$ cat src/rtl/edram_seq_pkg.sv
package edram_seq_pkg;

  typedef enum logic [1:0] {
    ST_IDLE  = 2'd0,
    ST_SETUP = 2'd1,
    ST_ACT   = 2'd2,
    ST_PRE   = 2'd3
  } seqState_t;

  typedef enum logic [1:0] {
    CY_DUMMY  = 2'd0,
    CY_INITRD = 2'd1,
    CY_REF    = 2'd2
  } cycKind_t;

  // control -> datapath strobes
  typedef struct packed {
    logic loadAct;
    logic loadPre;
    logic beginInit;
    logic beginRef;
    logic endInit;
    logic endRef;
  } seqStrobe_t;

  // datapath -> control status
  typedef struct packed {
    logic timerZero;
    logic inDummy;
    logic initDone;
    logic pending;
  } seqStatus_t;

  localparam int BANK_COUNT     = 4;
  localparam int READS_PER_BANK = 2;
  localparam int BANK_LSB       = 8;
  localparam int REF_ROW_BITS   = 10;

endpackage

$ cat src/rtl/edram_seq_dp.sv
module edram_seq_dp
  import edram_seq_pkg::*;
#(
  parameter int ROW_W        = 11,
  parameter int INIT_DUMMY   = 8,
  parameter int REF_INTERVAL = 15000,
  parameter int T_ACT        = 4,
  parameter int T_PRE        = 3,
  parameter int ROW_REFRESH  = 0
) (
  input  logic             clk,
  input  logic             rstN,
  input  seqStrobe_t       stb,
  output seqStatus_t       stat,
  output logic [ROW_W-1:0] rowAddr
);

  localparam int INIT_READS = BANK_COUNT * READS_PER_BANK;
  localparam int INIT_TOTAL = INIT_DUMMY + INIT_READS;
  localparam int INIT_W     = $clog2(INIT_TOTAL + 1);
  localparam int TMR_MAX    = (T_ACT > T_PRE) ? T_ACT : T_PRE;
  localparam int TMR_W      = $clog2(TMR_MAX + 1);
  localparam int IVL_W      = $clog2(REF_INTERVAL + 1);

  logic [TMR_W-1:0]        timer;
  logic [INIT_W-1:0]       initCnt;
  logic [INIT_W-1:0]       rdIdx;
  logic [IVL_W-1:0]        ivlCnt;
  logic [REF_ROW_BITS-1:0] refRow;
  logic                    pending;
  logic                    initDone;
  logic                    ivlWrap;
  logic [ROW_W-1:0]        dummyAddr;
  logic [ROW_W-1:0]        rdAddr;
  logic [ROW_W-1:0]        refAddr;

  // phase timer shared by the active and precharge phases
  always_ff @(posedge clk or negedge rstN) begin
    if (!rstN)              timer <= '0;
    else if (stb.loadAct)   timer <= TMR_W'(T_ACT - 1);
    else if (stb.loadPre)   timer <= TMR_W'(T_PRE - 1);
    else if (timer != '0)   timer <= timer - 1'b1;
  end

  // start-up progress: dummies first, then bank-priming reads
  always_ff @(posedge clk or negedge rstN) begin
    if (!rstN)            initCnt <= '0;
    else if (stb.endInit) initCnt <= initCnt + 1'b1;
  end

  assign initDone  = (initCnt == INIT_W'(INIT_TOTAL));
  assign rdIdx     = initCnt - INIT_W'(INIT_DUMMY);
  assign dummyAddr = ROW_W'(initCnt);
  assign rdAddr    = (ROW_W'(rdIdx / INIT_W'(READS_PER_BANK)) << BANK_LSB)
                   | ROW_W'(rdIdx % INIT_W'(READS_PER_BANK));

  // refresh interval timer and sticky pending flag
  assign ivlWrap = (ivlCnt == IVL_W'(REF_INTERVAL - 1));

  always_ff @(posedge clk or negedge rstN) begin
    if (!rstN)          ivlCnt <= '0;
    else if (!initDone) ivlCnt <= '0;
    else if (ivlWrap)   ivlCnt <= '0;
    else                ivlCnt <= ivlCnt + 1'b1;
  end

  always_ff @(posedge clk or negedge rstN) begin
    if (!rstN)                    pending <= 1'b0;
    else if (initDone && ivlWrap) pending <= 1'b1;
    else if (stb.beginRef)        pending <= 1'b0;
  end

  // external refresh row, ten bits, wraps on its own
  always_ff @(posedge clk or negedge rstN) begin
    if (!rstN)           refRow <= '0;
    else if (stb.endRef) refRow <= refRow + 1'b1;
  end

  assign refAddr = (ROW_REFRESH != 0) ? ROW_W'(refRow) : '0;

  always_ff @(posedge clk or negedge rstN) begin
    if (!rstN)              rowAddr <= '0;
    else if (stb.beginInit) rowAddr <= stat.inDummy ? dummyAddr : rdAddr;
    else if (stb.beginRef)  rowAddr <= refAddr;
  end

  assign stat.timerZero = (timer == '0);
  assign stat.inDummy   = (initCnt < INIT_W'(INIT_DUMMY));
  assign stat.initDone  = initDone;
  assign stat.pending   = pending;

endmodule

$ cat src/rtl/edram_seq_ctrl.sv
module edram_seq_ctrl
  import edram_seq_pkg::*;
#(
  parameter int ROW_REFRESH = 0
) (
  input  logic       clk,
  input  logic       rstN,
  input  seqStatus_t stat,
  input  logic       refGrant,
  input  logic       hostBusy,
  output seqStrobe_t stb,
  output logic       rowEnN,
  output logic       refreshN,
  output logic       wrMode,
  output logic       outEnN,
  output logic       colStrobeN,
  output logic       selN,
  output logic       hostOk
);

  localparam bit COUNTER_MODE = (ROW_REFRESH == 0);

  seqState_t state, nextState;
  cycKind_t  kind, nextKind;
  logic      busyCyc;
  logic      counterRef;

  always_ff @(posedge clk or negedge rstN) begin
    if (!rstN) begin
      state <= ST_IDLE;
      kind  <= CY_DUMMY;
    end else begin
      state <= nextState;
      kind  <= nextKind;
    end
  end

  always_comb begin
    stb       = '0;
    nextState = state;
    nextKind  = kind;
    case (state)
      ST_IDLE: begin
        if (!stat.initDone) begin
          stb.beginInit = 1'b1;
          nextState     = ST_SETUP;
          nextKind      = stat.inDummy ? CY_DUMMY : CY_INITRD;
        end else if (stat.pending && refGrant && !hostBusy) begin
          stb.beginRef = 1'b1;
          nextState    = ST_SETUP;
          nextKind     = CY_REF;
        end
      end
      ST_SETUP: begin
        stb.loadAct = 1'b1;
        nextState   = ST_ACT;
      end
      ST_ACT: begin
        if (stat.timerZero) begin
          stb.loadPre = 1'b1;
          nextState   = ST_PRE;
        end
      end
      ST_PRE: begin
        if (stat.timerZero) begin
          if (kind == CY_REF) stb.endRef  = 1'b1;
          else                stb.endInit = 1'b1;
          nextState = ST_IDLE;
        end
      end
      default: nextState = ST_IDLE;
    endcase
  end

  // pin decode from registered state and cycle kind
  assign busyCyc    = (state != ST_IDLE);
  assign counterRef = busyCyc && (kind == CY_REF) && COUNTER_MODE;

  assign rowEnN     = (state != ST_ACT);
  assign refreshN   = !counterRef;
  assign wrMode     = busyCyc && ((kind == CY_DUMMY) ||
                                  ((kind == CY_REF) && !COUNTER_MODE));
  assign outEnN     = !(busyCyc && (kind == CY_INITRD));
  assign colStrobeN = !((state == ST_ACT) && (kind == CY_INITRD) && stat.timerZero);
  assign selN       = !(busyCyc && !counterRef);
  assign hostOk     = stat.initDone && (state == ST_IDLE);

endmodule

$ cat src/rtl/edram_refresh_seq.sv
module edram_refresh_seq
  import edram_seq_pkg::*;
#(
  parameter int ROW_W        = 11,
  parameter int INIT_DUMMY   = 8,
  parameter int REF_INTERVAL = 15000,
  parameter int T_ACT        = 4,
  parameter int T_PRE        = 3,
  parameter int ROW_REFRESH  = 0
) (
  input  logic             clk,
  input  logic             rstN,
  input  logic             refGrant,
  input  logic             hostBusy,
  output logic             rowEnN,
  output logic             refreshN,
  output logic             wrMode,
  output logic             outEnN,
  output logic             colStrobeN,
  output logic             selN,
  output logic [ROW_W-1:0] rowAddr,
  output logic             refReq,
  output logic             initDone,
  output logic             hostOk
);

  seqStrobe_t stb;
  seqStatus_t stat;

  edram_seq_ctrl #(
    .ROW_REFRESH(ROW_REFRESH)
  ) u_ctrl (
    .clk       (clk),
    .rstN      (rstN),
    .stat      (stat),
    .refGrant  (refGrant),
    .hostBusy  (hostBusy),
    .stb       (stb),
    .rowEnN    (rowEnN),
    .refreshN  (refreshN),
    .wrMode    (wrMode),
    .outEnN    (outEnN),
    .colStrobeN(colStrobeN),
    .selN      (selN),
    .hostOk    (hostOk)
  );

  edram_seq_dp #(
    .ROW_W       (ROW_W),
    .INIT_DUMMY  (INIT_DUMMY),
    .REF_INTERVAL(REF_INTERVAL),
    .T_ACT       (T_ACT),
    .T_PRE       (T_PRE),
    .ROW_REFRESH (ROW_REFRESH)
  ) u_dp (
    .clk    (clk),
    .rstN   (rstN),
    .stb    (stb),
    .stat   (stat),
    .rowAddr(rowAddr)
  );

  assign refReq   = stat.pending;
  assign initDone = stat.initDone;

endmodule

$ cat config.mk
export PLATFORM = sky130hd
export DESIGN_NAME = edram_refresh_seq
export DESIGN_NICKNAME = d
export VERILOG_FILES = /design/src/rtl/edram_seq_pkg.sv /design/src/rtl/edram_seq_dp.sv /design/src/rtl/edram_seq_ctrl.sv /design/src/rtl/edram_refresh_seq.sv
export SDC_FILE = /design/constraint.sdc
export NUM_CORES = 1
export LEC_CHECK = 0
export BUFFER_PORTS_ARGS = -buffer_cell sky130_fd_sc_hd__clkbuf_2
export CAP_MARGIN = 20
export CORE_ASPECT_RATIO = 0.5
export CORE_MARGIN = 2
export CORE_UTILIZATION = 55
export CTS_CLUSTER_DIAMETER = 30
export DETAILED_ROUTE_END_ITERATION = 8
export GPL_ROUTABILITY_DRIVEN = 0
export PLACE_DENSITY = 0.77
export SYNTH_ARGS = -nofsm -noshare
export SYNTH_HDL_FRONTEND = slang
export SYNTH_SLANG_ARGS = --single-unit
export TNS_END_PERCENT = 30
$ cat constraint.sdc
create_clock -name clk -period 4.6 [get_ports clk]
set_input_delay 0 -clock clk [delete_from_list [all_inputs] [get_ports clk]]
set_output_delay 0 -clock clk [all_outputs]
set_load 0.02 [all_outputs]
==> impl_results.md, run 1 <==
- DP Worst Slack: 2.34 ns
- Vias in the first global route: 1,152
- Ports: 24
- Final max-slew violation count: 0
- FP Rows: 14
- Number of synthesized flops with an enable pin: 0
- CP Launch Point: u_dp.initCnt[0]
- Die Wd: 84.0 µm
- Status: completed
- Hold Vio Cnt, Final: 0
- Fmax achieved: 0.516 GHz
- Fraction of registers with async set/reset: 1.00
- Critical R2R Launch: u_dp.initCnt[0]
- First drt pass iteration count: 4
- Share of the yosys chip area belonging to registers: 0.498
- Clk buf depth: 2
- Area contributors post-synth: dfrtp_1, ha_1, xnor2_1
- Synth warn: 0
- # diodes: 0
- Hpwl dp: 2.15 mm
- Largest net degree at the start of global routing: 36
- Final worst path period need: 1.94 ns
- H-tree depth reported by CTS: 2
- CTS sink cnt: 35
- Syn Inst Count: 172
- RSZ-0062 raised after global routing: no
- CP endpoint: u_ctrl.state[1]
- PortBufs: 20
- Chip height: 44.0 µm
- Fin crit share: 0.421
- Root buffer cell: clkbuf_8
- Post-cts sizing count: 0
- Maxcap violations: 0
- Static Leak: 0.000896 µW
- Total GRT Usage: 0.184
- Relative slew slack: 0.438
- Final WS setup: 2.66 ns
- Final antenna-violating net count: 0
- Max VDD drop: 0.000265 V
- P per Cell Area: 269 nW/µm²
- First-pass GRT wire length: 5.18 mm
- Clock slew at reported path FFs: 0.07 ns
- Worst R2R End: u_ctrl.state[1]
- Synth top area share: 0.498
- Area grow syn2layout: 11.9%
- WL/cell: 12.7 µm
- Remaining DRCs: 0
- Synth cell types: 38
- Antenna violations before repair: 0
- Kind of critical path: flip-flop to flip-flop
- Cts bufs inserted: 5
- Setup Skew: 0.00390 ns
- TritonCTS clock tree: done
- Top FF cell, synth: dfrtp_1
- Core area: 3030 µm²
- Setup_tns: 0 ns
- Final WL: 3.01 mm
- HP Class: input pin to flip-flop
- Most frequent cells after synthesis: dfrtp_1, nor2_1, xnor2_1
- CP startpoint kind: flip-flop
- R2R cell count: 7
- Nets@finish: 210
- Syn_area_per_cell: 10.2 µm²
- Critical Path End Type: flip-flop
- Die area: 3690 µm²
- Cell taking the most area after synthesis: dfrtp_1
- Initial Util: 0.581
- Count leader, synth: dfrtp_1
- Worst R2R Setup Slack: 2.66 ns
- Vias: 1,261
- Arr. time, crit path: 2.11 ns
- Worst-Skew Late Latency: 0.28 ns
- Vias/cell: 5.32
- CP Data Required Time: 4.77 ns
- Setup violators final: 0
- Iteration-0 DRC Markers: 46
- Grt ovf: 0
- Worst-path fanout max: 6
- Mapped cell area: 1760 µm²
- Layout cells sized above 1: 0.157
- #FFs+latches synth: 35
- Worst slew pin tran: 0.843 ns
-- registers in the layout, indices dropped and copies added, names as in the netlist --
signal	count
u_ctrl.kind	2
u_ctrl.state	2
u_dp.initCnt	5
u_dp.ivlCnt	14
u_dp.pending	1
u_dp.rowAddr	8
u_dp.timer	3
-- worst max-delay path: stages (launching register included) --
cell and delay (ns):
dfrtp_1 0.41, inv_1 0.12, ha_1 0.18, nand4bb_1 0.24
inv_1 0.24, nand2_1 0.10, o22a_1 0.26, mux2_2 0.28
-- worst min path at each step --
stage                  start               to  slack (ns)  cells past startpoint
floorplan               rstN   u_ctrl.kind[0]       -0.30                      0
global placement        rstN  u_dp.initCnt[2]        0.14                      1
detailed placement      rstN  u_dp.initCnt[2]        0.16                      1
CTS                 refGrant     u_dp.pending        0.02                      3
global route        refGrant     u_dp.pending        0.07                      3
finish              refGrant     u_dp.pending        0.02                      3
-- layer usage --
| layer | vias to the layer above | GRT usage | share of wire |
|---|---|---|---|
| met4 | 0 | 0.0581 | 0.013 |
| met3 | 5 | 0.0571 | 0.047 |
| li1 | 623 | - | - |
| met5 | - | 0 | 0 |
| met1 | 608 | 0.240 | 0.47 |
| met2 | 25 | 0.304 | 0.47 |
-- layout by cell type (no fill, tap or decap), types with 3 or more instances in the layout --
| cell type | netlist | final |
|---|---|---|
| a21oi_1 | 4 | 4 |
| clkbuf_2 | 0 | 20 |
| clkbuf_8 | 0 | 5 |
| conb_1 | 1 | 3 |
| dfrtp_1 | 35 | 35 |
| ha_1 | 10 | 10 |
| inv_1 | 12 | 12 |
| nand2_1 | 13 | 13 |
| nand2b_1 | 3 | 3 |
| nand3_1 | 5 | 5 |
| nand4_1 | 4 | 4 |
| nand4b_1 | 3 | 3 |
| nor2_1 | 22 | 22 |
| nor3_1 | 5 | 5 |
| nor4_1 | 3 | 3 |
| o21ai_0 | 5 | 5 |
| xnor2_1 | 14 | 14 |
-- repair_timing --
action,4_1_cts,5_1_grt
hold buffers,1,0
hold endpoints to repair,35,0
endpoints found under the setup margin,0,0
buffers inserted,0,0
-- final cells by class --
| class | count | area, µm² |
|---|---|---|
| Clock inverter | 1 | 5.00 |
| Sequential cell | 35 | 876 |
| Timing Repair Buffer | 22 | 115 |
| Fill cell | 241 | 1060 |
| Tap cell | 40 | 50.0 |
| Inverter | 12 | 45.0 |
| Clock buffer | 7 | 76.3 |
| Multi-Input combinational cell | 120 | 801 |
-- cell families (layout without fill, tap and decap cells) --
group,count (synthesis),in the layout,share of synthesized area
AND/OR/NAND/NOR,72,72,0.220
AO/OA/AOI/OAI,17,17,0.0654
buffers and inverters,19,42,0.0512
XOR/XNOR,16,16,0.0797
adder cells (fa/ha/maj),10,10,0.0711
multiplexers,2,2,0.0121
other,1,3,0.00213
flip-flops,35,35,0.498
-- through the flow --
step,hold slack [ns],util,total power [µW],instance area [µm²],std cells
CTS,0.0184,0.648,536,1960,236
floorplan,-0.296,-,318,1770,174
global route,0.0665,0.649,550,1970,237
detailed placement,0.157,0.618,324,1870,227
finish,0.0219,0.649,529,1970,237
global placement,0.143,0.618,324,1870,227
-- report_power, final --
part / total [µW] / switching (µW) / leakage [µW] / internal (µW)
clock network: 210 / 104 / 0.0000422 / 106
logic: 10.5 / 8.62 / 0.000394 / 1.88
registers: 308 / 0 / 0.000459 / 308
(Power assumes the default switching activity.)
==> inputs of run 2 (changes only) <==
Settings changed: CORE_UTILIZATION 55 to 51, PLACE_DENSITY 0.77 to 0.75.
Clock period 4.6 ns to 1.6 ns, I/O delays scaled along.
==> run 2 against run 1 <==
Against the previous run:
- flip-flop and latch count unchanged
- critical path depth is 2 lower
- register-to-register slack worse by 2.7 ns
- sequential share of layout area down 4.6 points
- critical path type unchanged
- largest cell class is now multi-input combinational cells
==> impl_results.md, run 2 (synthesis results as in run 1) <==
- FP Rows: 15
- Vias: 1,353
- Vias in the first global route: 1,210
- Vias/cell: 5.29
- Worst-path fanout max: 5
- CP Launch Point: u_ctrl.state[1]
- Setup Skew: 0.00595 ns
- Worst hold slack: 0.0230 ns
- Cts bufs inserted: 5
- Remaining DRCs: 0
- CP startpoint kind: flip-flop
- Top Registers: u_dp.ivlCnt (14), u_dp.rowAddr (8), u_dp.initCnt (5)
- Core area: 3360 µm²
- Area grow syn2layout: 24.7%
- Most frequent cells in the layout: dfrtp_1, nor2_1, clkbuf_2, buf_4, xnor2_1
- Fmax achieved: 0.628 GHz
- # fillers: 256
- Clk buf depth: 2
- Hpwl dp: 2.39 mm
- Arr. time, crit path: 1.76 ns
- RSZ-0062 raised after global routing: yes
- TritonCTS clock tree: done
- Fin crit share: 0.996
- CTS sink cnt: 35
- Worst R2R Setup Slack: 0.007 ns
- Root buffer cell: clkbuf_8
- WL/cell: 13.6 µm
- Chip height: 45.5 µm
- Nets@finish: 227
- Die area: 3960 µm²
- Worst-Skew Late Latency: 0.28 ns
- Hold Crit Start: refGrant
- Critical R2R Launch: u_ctrl.state[1]
- Clock slew at reported path FFs: 0.07 ns
- Initial Util: 0.524
- First drt pass iteration count: 4
- Grt ovf: 0
- CP cell instances: buf_4, ha_1, nor2_1, o22a_1, mux2_2
- HP Class: input pin to flip-flop
- Setup violators final: 0
- P per Cell Area: 735 nW/µm²
- Status: completed
- Final WL: 3.49 mm
- Largest register by flop count: u_dp.ivlCnt
- Largest net degree at the start of global routing: 36
- Maxcap violations: 0
- Worst path max stage delay: 0.38 ns
- Max reg flops: 14
- CP Data Required Time: 1.77 ns
- Iteration-0 DRC Markers: 64
- H-tree depth reported by CTS: 2
- Final worst path period need: 1.59 ns
- # diodes: 0
- Max VDD drop: 0.000395 V
- Final antenna-violating net count: 0
- Most common cell after layout, fill and taps aside: dfrtp_1
- Fin util: 0.653
- Layout cells sized above 1: 0.276
- PortBufs: 20
- Kind of critical path: flip-flop to flip-flop
- First-pass GRT wire length: 5.52 mm
- Final max-slew violation count: 0
- Hold Vio Cnt, Final: 0
- Antenna violations before repair: 0
- Die Wd: 87.1 µm
- Crit-path slowest cell: dfrtp_1
- Total GRT Usage: 0.188
- Static Leak: 0.000995 µW
- Ports: 24
- Critical Path End Type: flip-flop
run 2: path summary, 6_finish.rpt:
path | end | depth (start not counted)
hold reg to reg | u_dp.rowAddr[9] | 2
setup / recovery | u_ctrl.state[1] | 5
max in group asynchronous | u_dp.pending | 3
min in group asynchronous | u_dp.rowAddr[10] | 3
setup reg to reg | u_ctrl.state[1] | 5
hold / removal | u_dp.pending | 3
run 2: what timing repair did:
action                                  CTS  global route
gates resized for setup                   2             8
endpoints found under the setup margin   14            11
endpoints found under the hold margin    35             0
pin swaps                                 2             1
gates cloned                              1             0
buffers inserted                          2             0
hold buffers                              1             0
run 2: area by class of cell:
class                   instances  area, µm²  area share
clock buffers                   8        100      0.0456
flip-flops and latches         35        876       0.399
well taps                      42       52.6      0.0240
repair buffers                 38        238       0.108
inverters                      12       47.5      0.0217
multi-input cells             121        880       0.401
run 2: stage by stage:
step | TNS (ns) | instances | setup WS (ns) | total power [µW] | instance area [µm²]
5_1_grt | -0.0849 | 256 | -0.0653 | 1670 | 2190
4_1_cts | 0 | 256 | 0.0127 | 1630 | 2160
6_report | 0 | 256 | 0.00702 | 1610 | 2190
3_3_place_gp | 0 | 244 | 0.0389 | 933 | 2010
2_1_floorplan | -0.232 | 174 | -0.0199 | 915 | 1790
3_5_place_dp | -0.0465 | 244 | -0.0211 | 933 | 2010
run 2: power breakdown:
group	total (µW)	switching [µW]	internal (µW)
combinational	32.7	25.6	7.06
clock	694	302	393
sequential	885	0	885
total	1610	327	1280
run 2: per-layer routing:
metal / routed length (µm) / track usage / part of all wire / vias up
met5: 0 / 0 / 0 / -
met4: 36 / 0.0563 / 0.010 / 0
met3: 145 / 0.0543 / 0.042 / 5
met2: 1680 / 0.299 / 0.48 / 30
met1: 1630 / 0.254 / 0.47 / 658
li1: - / - / - / 660
run 2: critical path, delay by kind of cell (launching register included):
family	cells	cell delay [ns]
AO/OA/AOI/OAI	1	0.21
multiplexers	1	0.34
flip-flops	1	0.38
adder cells (fa/ha/maj)	1	0.26
buffers and inverters	1	0.14
AND/OR/NAND/NOR	1	0.14
==> inputs of run 3 (changes only) <==
--- a/config.mk
+++ b/config.mk
@@ -14,4 +14,5 @@
 export DETAILED_ROUTE_END_ITERATION = 8
 export GPL_ROUTABILITY_DRIVEN = 0
+export MAX_ROUTING_LAYER = met4
 export PLACE_DENSITY = 0.75
 export SYNTH_ARGS = -nofsm -noshare
==> constraint.sdc (replaced) <==
create_clock -name clk -period 1.6 [get_ports clk]
set_input_delay 0.32 -clock clk [delete_from_list [all_inputs] [get_ports clk]]
set_output_delay 0.32 -clock clk [all_outputs]
set_load 0.02 [all_outputs]
==> run 3 against run 2 <==
Against the previous run:
- the run now ends with negative setup slack left
- critical path depth is 1 lower
- core utilization up 6.9 points
- register-to-register slack lost 0.097 ns
- combinational power is 1% higher
- sequential power barely moved
- hold slack improved by 0.036 ns
- final cell count rose by 5.9%
- routed wire length increased by 29%
- first-iteration DRC count is 6.3% higher
- via count rose by 11%
- non-clock buffer count increased by 18
- fmax down 9.3%
- critical endpoint is now outEnN
- largest power group unchanged
==> impl_results.md, run 3 (synthesis results as in run 1) <==
- Final antenna-violating net count: 0
- Ports: 24
- Part of the power in registers: 0.588
- Hpwl dp: 2.35 mm
- Layout cells sized above 1: 0.367
- Failing checks: negative setup slack
- Largest register by flop count: u_dp.ivlCnt
- Vias in the first global route: 1,323
- Kind of critical path: flip-flop to primary output
- First drt pass iteration count: 4
- CTS sink cnt: 35
- HP Class: input pin to async pin
- Hold Vio Cnt, Final: 0
- H-tree depth reported by CTS: 2
- R2R cell count: 8
- Setup Skew: 0.00522 ns
- Status: complete, but fails checks
- Initial Util: 0.524
- Fmax achieved: 0.569 GHz
- Setup_tns: -0.763 ns
- Nets@finish: 244
- DP Worst Slack: -0.0172 ns
- Die Wd: 87.1 µm
- Worst R2R Setup Slack: -0.09 ns
- FP Rows: 15
- CP startpoint kind: flip-flop
- Arr. time, crit path: 1.44 ns
- WL/cell: 16.6 µm
- Area grow syn2layout: 37.8%
- Critical Path End Type: primary output
- Critical R2R Launch: u_dp.initCnt[0]
- # diodes: 0
- Comb pwr share: 0.022
- Iteration-0 DRC Markers: 68
- Worst path max stage delay: 0.39 ns
- P_sw: 326 µW
- Maxcap violations: 0
- Clock network power share: 0.391
- Worst-Skew Late Latency: 0.29 ns
- Static Leak: 0.00110 µW
- Total GRT Usage: 0.225
- Levels on crit path: 4
- Pint: 1180 µW
- Most frequent cells in the layout: dfrtp_1, buf_4, nor2_1, xnor2_1
- Antenna violations before repair: 0
- Fin crit share: 1.10
- Die area: 3960 µm²
- Most common cell after layout, fill and taps aside: dfrtp_1
- Grt ovf: 0
- Buf/Inv on CP: 2
- Vias/cell: 5.55
- RSZ-0062 raised after global routing: yes
- Chip height: 45.5 µm
- Largest net degree at the start of global routing: 36
- Final worst path period need: 1.76 ns
- Sw frac: 0.216
- Remaining DRCs: 0
- Final WL: 4.51 mm
- Clk buf depth: 2
- Final WS setup: -0.156 ns
- Worst-path fanout max: 3
- Top Registers: u_dp.ivlCnt (14), u_dp.rowAddr (8), u_dp.initCnt (5)
- Max reg flops: 14
- Root buffer cell: clkbuf_8
- Cts bufs inserted: 5
- Crit-path slowest cell: or3b_4
- PortBufs: 20
- CP Data Required Time: 1.28 ns
- CP cell instances: inv_2, ha_4, or3b_4, buf_8
- Delay-heaviest family, CP: simple AND/OR/NAND/NOR gates
- Vias: 1,504
- Clock slew at reported path FFs: 0.07 ns
- CP Launch Point: u_ctrl.state[1]
- Final max-slew violation count: 0
- TritonCTS clock tree: done
- P per Cell Area: 621 nW/µm²
- First-pass GRT wire length: 6.25 mm
- Core area: 3360 µm²
- Setup violators final: 9
- Max VDD drop: 0.000443 V
==> run 3: area by class of cell <==
| cell class | count | area, µm² |
|---|---|---|
| fill | 219 | 935 |
| multi-input combinational | 120 | 930 |
| sequential | 35 | 876 |
| timing repair buffer | 56 | 449 |
| clock buffer | 6 | 72.6 |
| tap | 42 | 52.6 |
| inverter | 12 | 45.0 |
==> run 3: power groups by stage <==
| stage | Combinational [µW] | Sequential [µW] | Clock, µW |
|---|---|---|---|
| floorplan | 13.7 | 902 | 0 |
| global placement | 31.0 | 901 | 0 |
| detailed placement | 31.7 | 901 | 0 |
| CTS | 31.7 | 885 | 592 |
| global route | 37.4 | 884 | 627 |
| finish | 33.1 | 885 | 588 |
==> run 3: repair_timing <==
| item | 4_1_cts | 5_1_grt |
|---|---|---|
| hold buffers | 0 | 0 |
| pin swaps | 7 | 5 |
| buffers inserted | 12 | 7 |
| gates cloned | 0 | 1 |
| gates resized for setup | 26 | 20 |
| setup endpoints to repair | 20 | 36 |
==> run 3: through the flow <==
stage / hold slack, ns / std cells / util / power, µW / cell area, µm²
after floorplan: 0.0244 / 174 / - / 915 / 1790
after global placement: 0.372 / 246 / 0.603 / 932 / 2030
after detailed placement: 0.379 / 246 / 0.603 / 933 / 2030
after CTS: 0.0684 / 264 / 0.692 / 1510 / 2330
after global routing: 0.0968 / 271 / 0.722 / 1550 / 2420
final: 0.0593 / 271 / 0.722 / 1510 / 2420
==> run 3: worst paths after layout <==
path	to
max	outEnN
min	u_ctrl.state[1]
max reg2reg	u_ctrl.state[1]
min reg2reg	u_dp.rowAddr[3]
max in group asynchronous	u_dp.rowAddr[0]
min in group clk	u_dp.pending
==> run 3: routing by layer <==
layer  track usage  up-vias  share of wire
li1              -      688              -
met1         0.280      723           0.41
met2         0.348       69           0.49
met3        0.0543       24          0.052
met4         0.122        0          0.042
met5             -        -              0
